## src/rtl/wdg_pkg.sv

```systemverilog
package wdg_pkg;

    typedef enum logic [1:0] {
        ST_IDLE  = 2'd0,
        ST_COUNT = 2'd1,
        ST_BITE  = 2'd2
    } wdg_state_e;

    localparam logic [7:0] RESTART_KEY = 8'h76;
    localparam int         OFF_CTRL    = 'h00;
    localparam int         OFF_RANGE   = 'h04;
    localparam int         OFF_KICK    = 'h0C;

endpackage

```

## src/rtl/wdg_regfile.sv

```systemverilog
module wdg_regfile
    import wdg_pkg::*;
#(
    parameter int ADDR_W = 4,
    parameter int DATA_W = 32
) (
    input  logic              clk,
    input  logic              rst_n,
    input  logic              bus_we,
    input  logic [ADDR_W-1:0] bus_addr,
    input  logic [DATA_W-1:0] bus_wdata,
    output logic [DATA_W-1:0] bus_rdata,
    output logic              en_o,
    output logic              mode_o,
    output logic [3:0]        init_code_o,
    output logic [3:0]        rel_code_o,
    output logic              kick_o
);

    logic       en_q;
    logic       mode_q;
    logic [7:0] range_q;
    logic       sel_ctrl, sel_range, sel_kick;

    assign sel_ctrl  = (bus_addr == ADDR_W'(OFF_CTRL));
    assign sel_range = (bus_addr == ADDR_W'(OFF_RANGE));
    assign sel_kick  = (bus_addr == ADDR_W'(OFF_KICK));

    always_ff @(posedge clk or negedge rst_n) begin
        if (!rst_n) begin
            en_q    <= 1'b0;
            mode_q  <= 1'b0;
            range_q <= 8'h00;
        end else if (bus_we) begin
            if (sel_ctrl) begin
                // enable is set-only; mode bit is plain storage
                if (bus_wdata[0]) en_q <= 1'b1;
                mode_q <= bus_wdata[1];
            end
            if (sel_range) range_q <= bus_wdata[7:0];
        end
    end

    always_comb begin
        bus_rdata = '0;
        if (sel_ctrl)       bus_rdata[1:0] = {mode_q, en_q};
        else if (sel_range) bus_rdata[7:0] = range_q;
    end

    assign kick_o      = bus_we && sel_kick && (bus_wdata[7:0] == RESTART_KEY);
    assign en_o        = en_q;
    assign mode_o      = mode_q;
    assign init_code_o = range_q[3:0];
    assign rel_code_o  = range_q[7:4];

    // enable cannot be cleared by software
    p_en_sticky_r3: assert property (@(posedge clk) disable iff (!rst_n)
        en_q |=> en_q);

endmodule

```

## src/rtl/wdg_core.sv

```systemverilog
module wdg_core
    import wdg_pkg::*;
#(
    parameter int CNT_W    = 32,
    parameter int BASE_EXP = 16,
    parameter int BITE_LEN = 8
) (
    input  logic       clk,
    input  logic       rst_n,
    input  logic       en_i,
    input  logic       kick_i,
    input  logic [3:0] init_code_i,
    input  logic [3:0] rel_code_i,
    output logic       rst_req_o
);

    localparam int BITE_W = (BITE_LEN > 1) ? $clog2(BITE_LEN) : 1;
    localparam logic [BITE_W-1:0] BITE_LAST = BITE_W'(BITE_LEN - 1);

    function automatic logic [CNT_W-1:0] period(input logic [3:0] code);
        period = {{(CNT_W-1){1'b0}}, 1'b1} << (BASE_EXP + int'(code));
    endfunction

    wdg_state_e        state_q, state_d;
    logic [CNT_W-1:0]  cnt_q, cnt_d;
    logic [BITE_W-1:0] bite_q, bite_d;
    logic [CNT_W-1:0]  p_init, p_rel;

    assign p_init = period(init_code_i);
    assign p_rel  = period(rel_code_i);

    always_comb begin
        state_d = state_q;
        cnt_d   = cnt_q;
        bite_d  = bite_q;
        unique case (state_q)
            ST_IDLE: begin
                cnt_d  = p_init;
                bite_d = '0;
                if (en_i) state_d = ST_COUNT;           // arm
            end
            ST_COUNT: begin
                if (kick_i) begin
                    cnt_d = p_rel;                      // kick
                end else if (cnt_q <= CNT_W'(1)) begin
                    state_d = ST_BITE;                  // expire
                    cnt_d   = '0;
                    bite_d  = '0;
                end else begin
                    cnt_d = cnt_q - CNT_W'(1);
                end
            end
            ST_BITE: begin
                if (bite_q == BITE_LAST) begin
                    state_d = ST_COUNT;                 // rearm
                    cnt_d   = p_rel;
                end else begin
                    bite_d = bite_q + BITE_W'(1);
                end
            end
            default: state_d = ST_IDLE;
        endcase
    end

    always_ff @(posedge clk or negedge rst_n) begin
        if (!rst_n) begin
            state_q <= ST_IDLE;
            cnt_q   <= '0;
            bite_q  <= '0;
        end else begin
            state_q <= state_d;
            cnt_q   <= cnt_d;
            bite_q  <= bite_d;
        end
    end

    always_comb begin
        rst_req_o = (state_q == ST_BITE);
    end

    // a count of one without a kick leads to a request next cycle
    p_expire_r5: assert property (@(posedge clk) disable iff (!rst_n)
        (state_q == ST_COUNT && !kick_i && cnt_q == CNT_W'(1)) |=> rst_req_o);

    // a key write reloads the release period
    p_kick_reload_r6: assert property (@(posedge clk) disable iff (!rst_n)
        (state_q == ST_COUNT && kick_i) |=> (cnt_q == $past(p_rel)));

    // without a key the count only steps down by one
    p_plain_tick_r7: assert property (@(posedge clk) disable iff (!rst_n)
        (state_q == ST_COUNT && !kick_i && cnt_q > CNT_W'(1))
            |=> (cnt_q == $past(cnt_q) - CNT_W'(1)));

    // no request while disabled
    p_idle_quiet_r8: assert property (@(posedge clk) disable iff (!rst_n)
        !en_i |-> !rst_req_o);

    // the end of a request resumes counting with the release period
    p_rearm_r9: assert property (@(posedge clk) disable iff (!rst_n)
        $fell(rst_req_o) |-> (state_q == ST_COUNT && cnt_q == $past(p_rel)));

endmodule

```

## src/rtl/wdog_timer.sv

```systemverilog
module wdog_timer #(
    parameter int ADDR_W   = 4,
    parameter int DATA_W   = 32,
    parameter int CNT_W    = 32,
    parameter int BASE_EXP = 16,
    parameter int BITE_LEN = 8
) (
    input  logic              clk,
    input  logic              rst_n,
    input  logic              bus_we,
    input  logic [ADDR_W-1:0] bus_addr,
    input  logic [DATA_W-1:0] bus_wdata,
    output logic [DATA_W-1:0] bus_rdata,
    output logic              rst_req
);

    logic       en;
    logic       mode;
    logic       kick;
    logic [3:0] init_code;
    logic [3:0] rel_code;

    wdg_regfile #(
        .ADDR_W (ADDR_W),
        .DATA_W (DATA_W)
    ) u_regs (
        .clk         (clk),
        .rst_n       (rst_n),
        .bus_we      (bus_we),
        .bus_addr    (bus_addr),
        .bus_wdata   (bus_wdata),
        .bus_rdata   (bus_rdata),
        .en_o        (en),
        .mode_o      (mode),
        .init_code_o (init_code),
        .rel_code_o  (rel_code),
        .kick_o      (kick)
    );

    wdg_core #(
        .CNT_W    (CNT_W),
        .BASE_EXP (BASE_EXP),
        .BITE_LEN (BITE_LEN)
    ) u_core (
        .clk         (clk),
        .rst_n       (rst_n),
        .en_i        (en),
        .kick_i      (kick),
        .init_code_i (init_code),
        .rel_code_i  (rel_code),
        .rst_req_o   (rst_req)
    );

    // the mode bit is storage only and never gates the request
    p_mode_free_r2: assert property (@(posedge clk) disable iff (!rst_n)
        (rst_req && !mode) |-> en);

endmodule

```

## config.mk

```make
export PLATFORM = sky130hd
export DESIGN_NAME = wdog_timer
export DESIGN_NICKNAME = d
export VERILOG_FILES = /design/src/rtl/wdg_pkg.sv /design/src/rtl/wdg_regfile.sv /design/src/rtl/wdg_core.sv /design/src/rtl/wdog_timer.sv
export SDC_FILE = /design/constraint.sdc
export NUM_CORES = 1
export LEC_CHECK = 0
export ABC_AREA = 1
export ABC_CLOCK_PERIOD_IN_PS = 5400
export BUFFER_PORTS_ARGS = -buffer_cell sky130_fd_sc_hd__buf_2
export CAP_MARGIN = 20
export CORE_AREA = 3 3 84 125
export DETAILED_ROUTE_END_ITERATION = 16
export DIE_AREA = 0 0 87 128
export HOLD_SLACK_MARGIN = 0.05
export SETUP_SLACK_MARGIN = 0.02
export SYNTH_ARGS = -nofsm -noshare
export SYNTH_HDL_FRONTEND = slang
export SYNTH_SLANG_ARGS = --single-unit
export TNS_END_PERCENT = 50
```

## constraint.sdc

```tcl
create_clock -name clk -period 5.4 [get_ports clk]
set_input_delay 1.08 -clock clk [delete_from_list [all_inputs] [get_ports clk]]
set_output_delay 1.08 -clock clk [all_outputs]
set_load 0.01 [all_outputs]
```

==> results.cfg, run 1 <==
[detailed_routing]
drc_errors = 0
dr_total_vias = 3756
drtAntennaViolNets = 0
post_drt_wl_per_cell_um = 13.54
vias_per_cell = 4.962
drtPass1Iterations = 4
drtIter0Drc = 214
finalWirelength_um = 10250

[finish]
final_nets = 691
area_growth_pct = 6.252
fin_cells = 757
diodes = 0
utilization_pct = 44.49
fill_cells = 991
drive_above_1_share_pct = 11.16
layout_common_cells = 177 x nand2_1, 146 x nor2_1, 51 x inv_1
final_common_cell = nand2_1

[floorplan]
core-area_sq_mm = 0.009415
io_pins = 72
fp-row-count = 43
dieArea_sq_mm = 0.01114
chipHeight_um = 128
dieWidth_um = 87
initial_core_util_pct = 41.87

[sta]
layout_min_cycle_time_ns = 3.252
hold_ws_ns = 0.4977
fin_setup_tns_ns = 0
max_freq_mhz = 307.5
finalMaxSlewViolations = 0
rsz0062_at_grt = no
slew_headroom_pct = 43.20
hold_violations = 0
worst_pin_slew_ns = 0.8520
clock_skew_ns = 0.009103
setup_violations = 0
post-route-period-util_pct = 60.22

[clocking]
cts_hold_buf = 0
clk_pin_slew_ns = 0.07
cts-root-buf = clkbuf_16
htreeDepth = 2
cts_sinks = 47
cts_buffers = 5
cts_resized = 0
tritoncts = done
cts.path.max_buffers = 2
worstSkewPairLatency_ns = 0.30
post_cts_buffers = 0

[grt]
grt_max_degree = 41
overflow = 0
antenna_found_initial = 0
grt_pass1_vias = 3703
grt_pass1_wl_um = 17100
grt_usage_pct = 19.43

[pwr]
p_leak_nw = 2.221
netSwitchingFraction_pct = 53.31
p_comb_share_pct = 61.1
clkPwrFrac_pct = 13.1
p_sw_mw = 1.263
seqPwrFrac_pct = 25.7
p_int_mw = 1.107
peakVddDrop_uv = 254.7
power_density_mw_per_mm2 = 565.8
finalPower_mw = 2.370

[synth]
synth.distinct_cells = 37
ys_warn_count = 0
synth_top_area_share_pct = 29.83
synth_area_sq_mm = 0.003943
synth_edf_count = 0
synth.avg_cell_area_sq_um = 6.248
synth_cells = 631
synth.area.top_cells = dfrtp_1 30%, nand2_1 17%, nor2_1 14%, inv_1 4.9%, buf_4 4.8%
ys_seq_elements = 47
synth-main-ff-cell = dfrtp_1
async_flop_share_pct = 100.0
synth_area_leader_cell = dfrtp_1
yosysSeqAreaShare_pct = 29.83

[status]
status = complete, no violations

[worst_setup_path]
crit_fanout = 8
critPathCaptureType = output port
crit_path_start_kind = input port
cp.arrival_ns = 2.17
critPathRequiredTime_ns = 4.32
path_class = in -> out

[worst_hold_path]
worstHoldPathType = reg -> reg

[flow_run]
cap_violations = 0

[place]
dp.cells = 749
io_buffers = 23
place.gp.congestion = 0.8922
hpwl_um = 7816
[stage by stage]
step / area [sq um] / setup slack, ns
6_report: 4189 / 2.148
4_1_cts: 4189 / 2.131
2_1_floorplan: 4029 / 2.376
5_1_grt: 4189 / 1.947
3_5_place_dp: 4048 / 2.126
3_3_place_gp: 4028 / 2.181
[cell families after synthesis]
family	Yosys count	synth area share [%]
other	1	0.09512
adder cells (fa/ha/maj)	8	2.539
AO/OA/AOI/OAI	66	9.775
AND/OR/NAND/NOR	398	42.65
buffers and inverters	97	12.00
flip-flops	47	29.83
XOR/XNOR	14	3.110
[critical path, stage by stage]
cell     delay, ns
buf_2         0.09
or2_4         0.26
nor3_1        0.19
inv_1         0.18
o21ai_0       0.21
buf_2         0.16
[routing by layer]
| metal | routed length, um | vias up | track usage [%] |
|---|---|---|---|
| met5 | 0 | - | 0 |
| met4 | 476 | 0 | 10.28 |
| met3 | 399 | 31 | 2.701 |
| met2 | 5229 | 92 | 34.77 |
| met1 | 4142 | 1690 | 21.75 |
| li1 | - | 1943 | - |
[final cells by class]
cell class	instances	area (sq um)	share of cell area, %
Tap cell	112	140.1	3.345
Timing Repair Buffer	25	142.6	3.405
Clock inverter	2	12.51	0.2987
Multi-Input combinational cell	510	2382	56.87
Clock buffer	6	128.9	3.076
Inverter	55	206.4	4.928
Sequential cell	47	1176	28.08
[cells in the mapped netlist, types with 8 or more instances]
| library cell | number |
|---|---|
| clkbuf_1 | 13 |
| xor2_1 | 9 |
| a21oi_2 | 8 |
| o21ai_0 | 16 |
| inv_1 | 51 |
| nand3_1 | 33 |
| dfrtp_1 | 47 |
| a21oi_1 | 28 |
| buf_4 | 25 |
| ha_1 | 8 |
| nand2_1 | 177 |
| nor2_2 | 16 |
| nor2_1 | 147 |
[sequential cells by signal, indices dropped and copies added (netlist names)]
signal,count
u_core.cnt_q,32
u_core.state_q,2
u_regs.range_q,8
u_regs.mode_o,1
u_regs.en_o,1
u_core.bite_q,3
[power groups by stage]
| stage | sequential, mW | clock (mW) | combinational, mW |
|---|---|---|---|
| 3_3_place_gp | 0.611 | 0 | 1.43 |
| 6_report | 0.610 | 0.312 | 1.45 |
| 2_1_floorplan | 0.559 | 0 | 1.19 |
| 3_5_place_dp | 0.614 | 0 | 1.45 |
| 5_1_grt | 0.625 | 0.335 | 1.68 |
| 4_1_cts | 0.610 | 0.320 | 1.46 |
[worst paths after layout]
kind                       slack (ns)               end  cells past startpoint         startpoint
min in group asynchronous        0.70  u_core.cnt_q[19]                      1              rst_n
hold / removal                   0.50     u_regs.mode_o                      2      u_regs.mode_o
max in group asynchronous        4.19  u_core.cnt_q[30]                      2              rst_n
setup reg to reg                 2.21  u_core.cnt_q[12]                     11  u_core.state_q[0]
hold reg to reg                  0.50     u_regs.mode_o                      2      u_regs.mode_o
setup / recovery                 2.15      bus_rdata[1]                      6        bus_addr[1]
Power figures use the tool's default switching activity.
==> run 2, diff against run 1 <==
- ABC_AREA: 1 -> 0
- ABC_CLOCK_PERIOD_IN_PS: 5400 -> 3100
- CORE_AREA: 3 3 84 125 -> 3 3 79 119
- DIE_AREA: 0 0 87 128 -> 0 0 82 122
- clock period: 5.4 -> 3.1 ns (I/O delays scaled with it)
==> results.cfg, run 2 <==
[status]
status = complete, no violations

[synth]
synth.avg_cell_area_sq_um = 8.374
yosysSeqAreaShare_pct = 33.44
synth.area.top_cells = dfrtp_1 33%, buf_4 5.5%, nor2_1 5.3%, mux2_2 3.2%, a21oi_1 3.0%
synth_top_area_share_pct = 33.44
ys_warn_count = 0
synth.distinct_cells = 56
synth_area_leader_cell = dfrtp_1
synth_area_sq_mm = 0.003517
yosysMostFrequentCell = nor2_1
ys_seq_elements = 47
synth_edf_count = 0
synth_top_cells_by_count = 50 x nor2_1, 47 x dfrtp_1, 28 x nand2_1
synth-main-ff-cell = dfrtp_1
async_flop_share_pct = 100.0
synth_cells = 420

[place]
place.gp.congestion = 0.9539
io_buffers = 23
hpwl_um = 7087
dp.cells = 539
dpl_cell_area_sq_mm = 0.003669

[floorplan]
chipHeight_um = 122
initial_core_util_pct = 41.81
io_pins = 72
dieWidth_um = 82
dieArea_sq_mm = 0.01000
fp-row-count = 41
core-area_sq_mm = 0.008413

[worst_setup_path]
worstPathCellList = or4_1, nor4_1, and4_1, a21boi_4, or4_1, nand3_1
critPathRequiredTime_ns = 3.33
cp_top_family = simple AND/OR/NAND/NOR gates
cp_common_cell = or4_1
cp_num_buf_inv = 0
path_class = reg -> reg
crit_path_start_kind = flip-flop
critPathCaptureType = flip-flop
crit_fanout = 9
crit_slowest_cell = or4_1
cpPeakStageDelay_ns = 0.64
cp.arrival_ns = 2.91

[pwr]
netSwitchingFraction_pct = 30.61
p_int_mw = 1.140
p_comb_share_pct = 15.4
p_leak_nw = 1.462
clkPwrFrac_pct = 35.2
power_density_mw_per_mm2 = 429.5
seqPwrFrac_pct = 49.4
peakVddDrop_uv = 241.8
p_sw_mw = 0.5028

[finish]
final_common_cell = nor2_1
utilization_pct = 45.46
drive_above_1_share_pct = 14.77
diodes = 0
stdcell_area_sq_mm = 0.003825
layout_common_cells = 50 x nor2_1, 47 x dfrtp_1, 28 x nand2_1
largest_reg_flops = 32
area_growth_pct = 8.751
final_nets = 486
reg_top3 = u_core.cnt_q (32), u_regs.range_q (8), u_core.bite_q (3)
fin_cells = 547
largest-register = u_core.cnt_q

[clocking]
cts_sinks = 47
cts_buffers = 5
tritoncts = done
cts_resized = 0
clk_pin_slew_ns = 0.07
cts-root-buf = clkbuf_16
post_cts_buffers = 0
worstSkewPairLatency_ns = 0.30
cts.path.max_buffers = 2
htreeDepth = 2
cts_hold_buf = 0

[detailed_routing]
dr_total_vias = 3146
drtIter0Drc = 191
finalWirelength_um = 9319
drc_errors = 0
drtPass1Iterations = 5
drtAntennaViolNets = 0
post_drt_wl_per_cell_um = 17.04
vias_per_cell = 5.751

[worst_hold_path]
worstHoldPathType = in -> async

[sta]
setup_violations = 0
layout_min_cycle_time_ns = 2.684
finalMaxSlewViolations = 0
worst_pin_slew_ns = 0.7331
post-route-period-util_pct = 86.57
rsz0062_at_grt = no
slew_headroom_pct = 51.02
fin_setup_tns_ns = 0
hold_violations = 0
clock_skew_ns = 0.005614
max_freq_mhz = 372.6

[grt]
grt_max_degree = 29
grt_usage_pct = 20.02
antenna_found_initial = 0
grt_pass1_wl_um = 15610
grt_pass1_vias = 3231
overflow = 0

[flow_run]
cap_violations = 0
==> run 2: cell count changes after synthesis, moves of 9 or more <==
cell and change:
nand2_1 -149, a31oi_1 +9, nor2_1 -97, inv_1 -43, o22ai_1 +11, nor2_2 -15
nor3_1 +16, mux2_2 +10, nand3_1 -16, o211ai_1 +10
==> run 2: worst paths after layout <==
check                               endpoint  slack (ns)             start  cells after the start
max                         u_core.bite_q[0]        0.42  u_core.cnt_q[26]                      6
min                          u_core.cnt_q[5]        0.28             rst_n                      1
max reg2reg                 u_core.bite_q[0]        0.42  u_core.cnt_q[26]                      6
min reg2reg                      u_regs.en_o        0.51       u_regs.en_o                      1
max in group asynchronous  u_regs.range_q[3]        2.07             rst_n                      2
min in group clk                 u_regs.en_o        0.51       u_regs.en_o                      1
==> run 2: cells by family after synthesis <==
group	synth area share [%]
and+or+nand+nor	28.03
AOI/OAI and AO/OA	19.28
buffers and inverters	8.858
DFF	33.44
xor gates and xnor gates	4.233
muxes	3.202
adders and majority gates	2.846
other	0.1066
==> run 2: power groups by stage <==
stage / clock (mW) / sequential, mW / combinational (mW)
2_1_floorplan: 0 / 0.742 / 0.246
3_3_place_gp: 0 / 0.815 / 0.247
3_5_place_dp: 0 / 0.819 / 0.251
4_1_cts: 0.600 / 0.807 / 0.253
5_1_grt: 0.621 / 0.827 / 0.280
6_report: 0.579 / 0.811 / 0.253
==> run 2: cell type report <==
class                   count  area [sq um]
repair buffers             36         212.7
clock buffers               8         156.4
fillers                   867          4588
multi-input cells         341          2116
flip-flops and latches     47          1176
well taps                 107         133.9
inverters                   8         30.03
==> run 2: metrics by stage <==
stage | power [mW] | hold WS [ns] | setup slack, ns
3_5_place_dp | 1.071 | 0.4953 | 0.4492
5_1_grt | 1.727 | 0.3141 | 0.2667
4_1_cts | 1.661 | 0.2928 | 0.4187
6_report | 1.643 | 0.2776 | 0.4162
2_1_floorplan | 0.9879 | 0.3244 | 0.7613
3_3_place_gp | 1.062 | 0.4875 | 0.4409
==> run 2: routing by layer <==
layer,vias to the layer above,global-route usage (%),routed length (um)
met3,22,2.885,416
met5,-,0,0
met1,1484,22.82,3725
met4,0,9.875,359
li1,1530,-,-
met2,110,35.48,4818
==> run 2: worst reg2reg max path: cells and delay by family, from the launching register on <==
kind	cells	cell delay [ns]
and+or+nand+nor	5	2.04
DFF	1	0.43
AOI/OAI and AO/OA	1	0.15
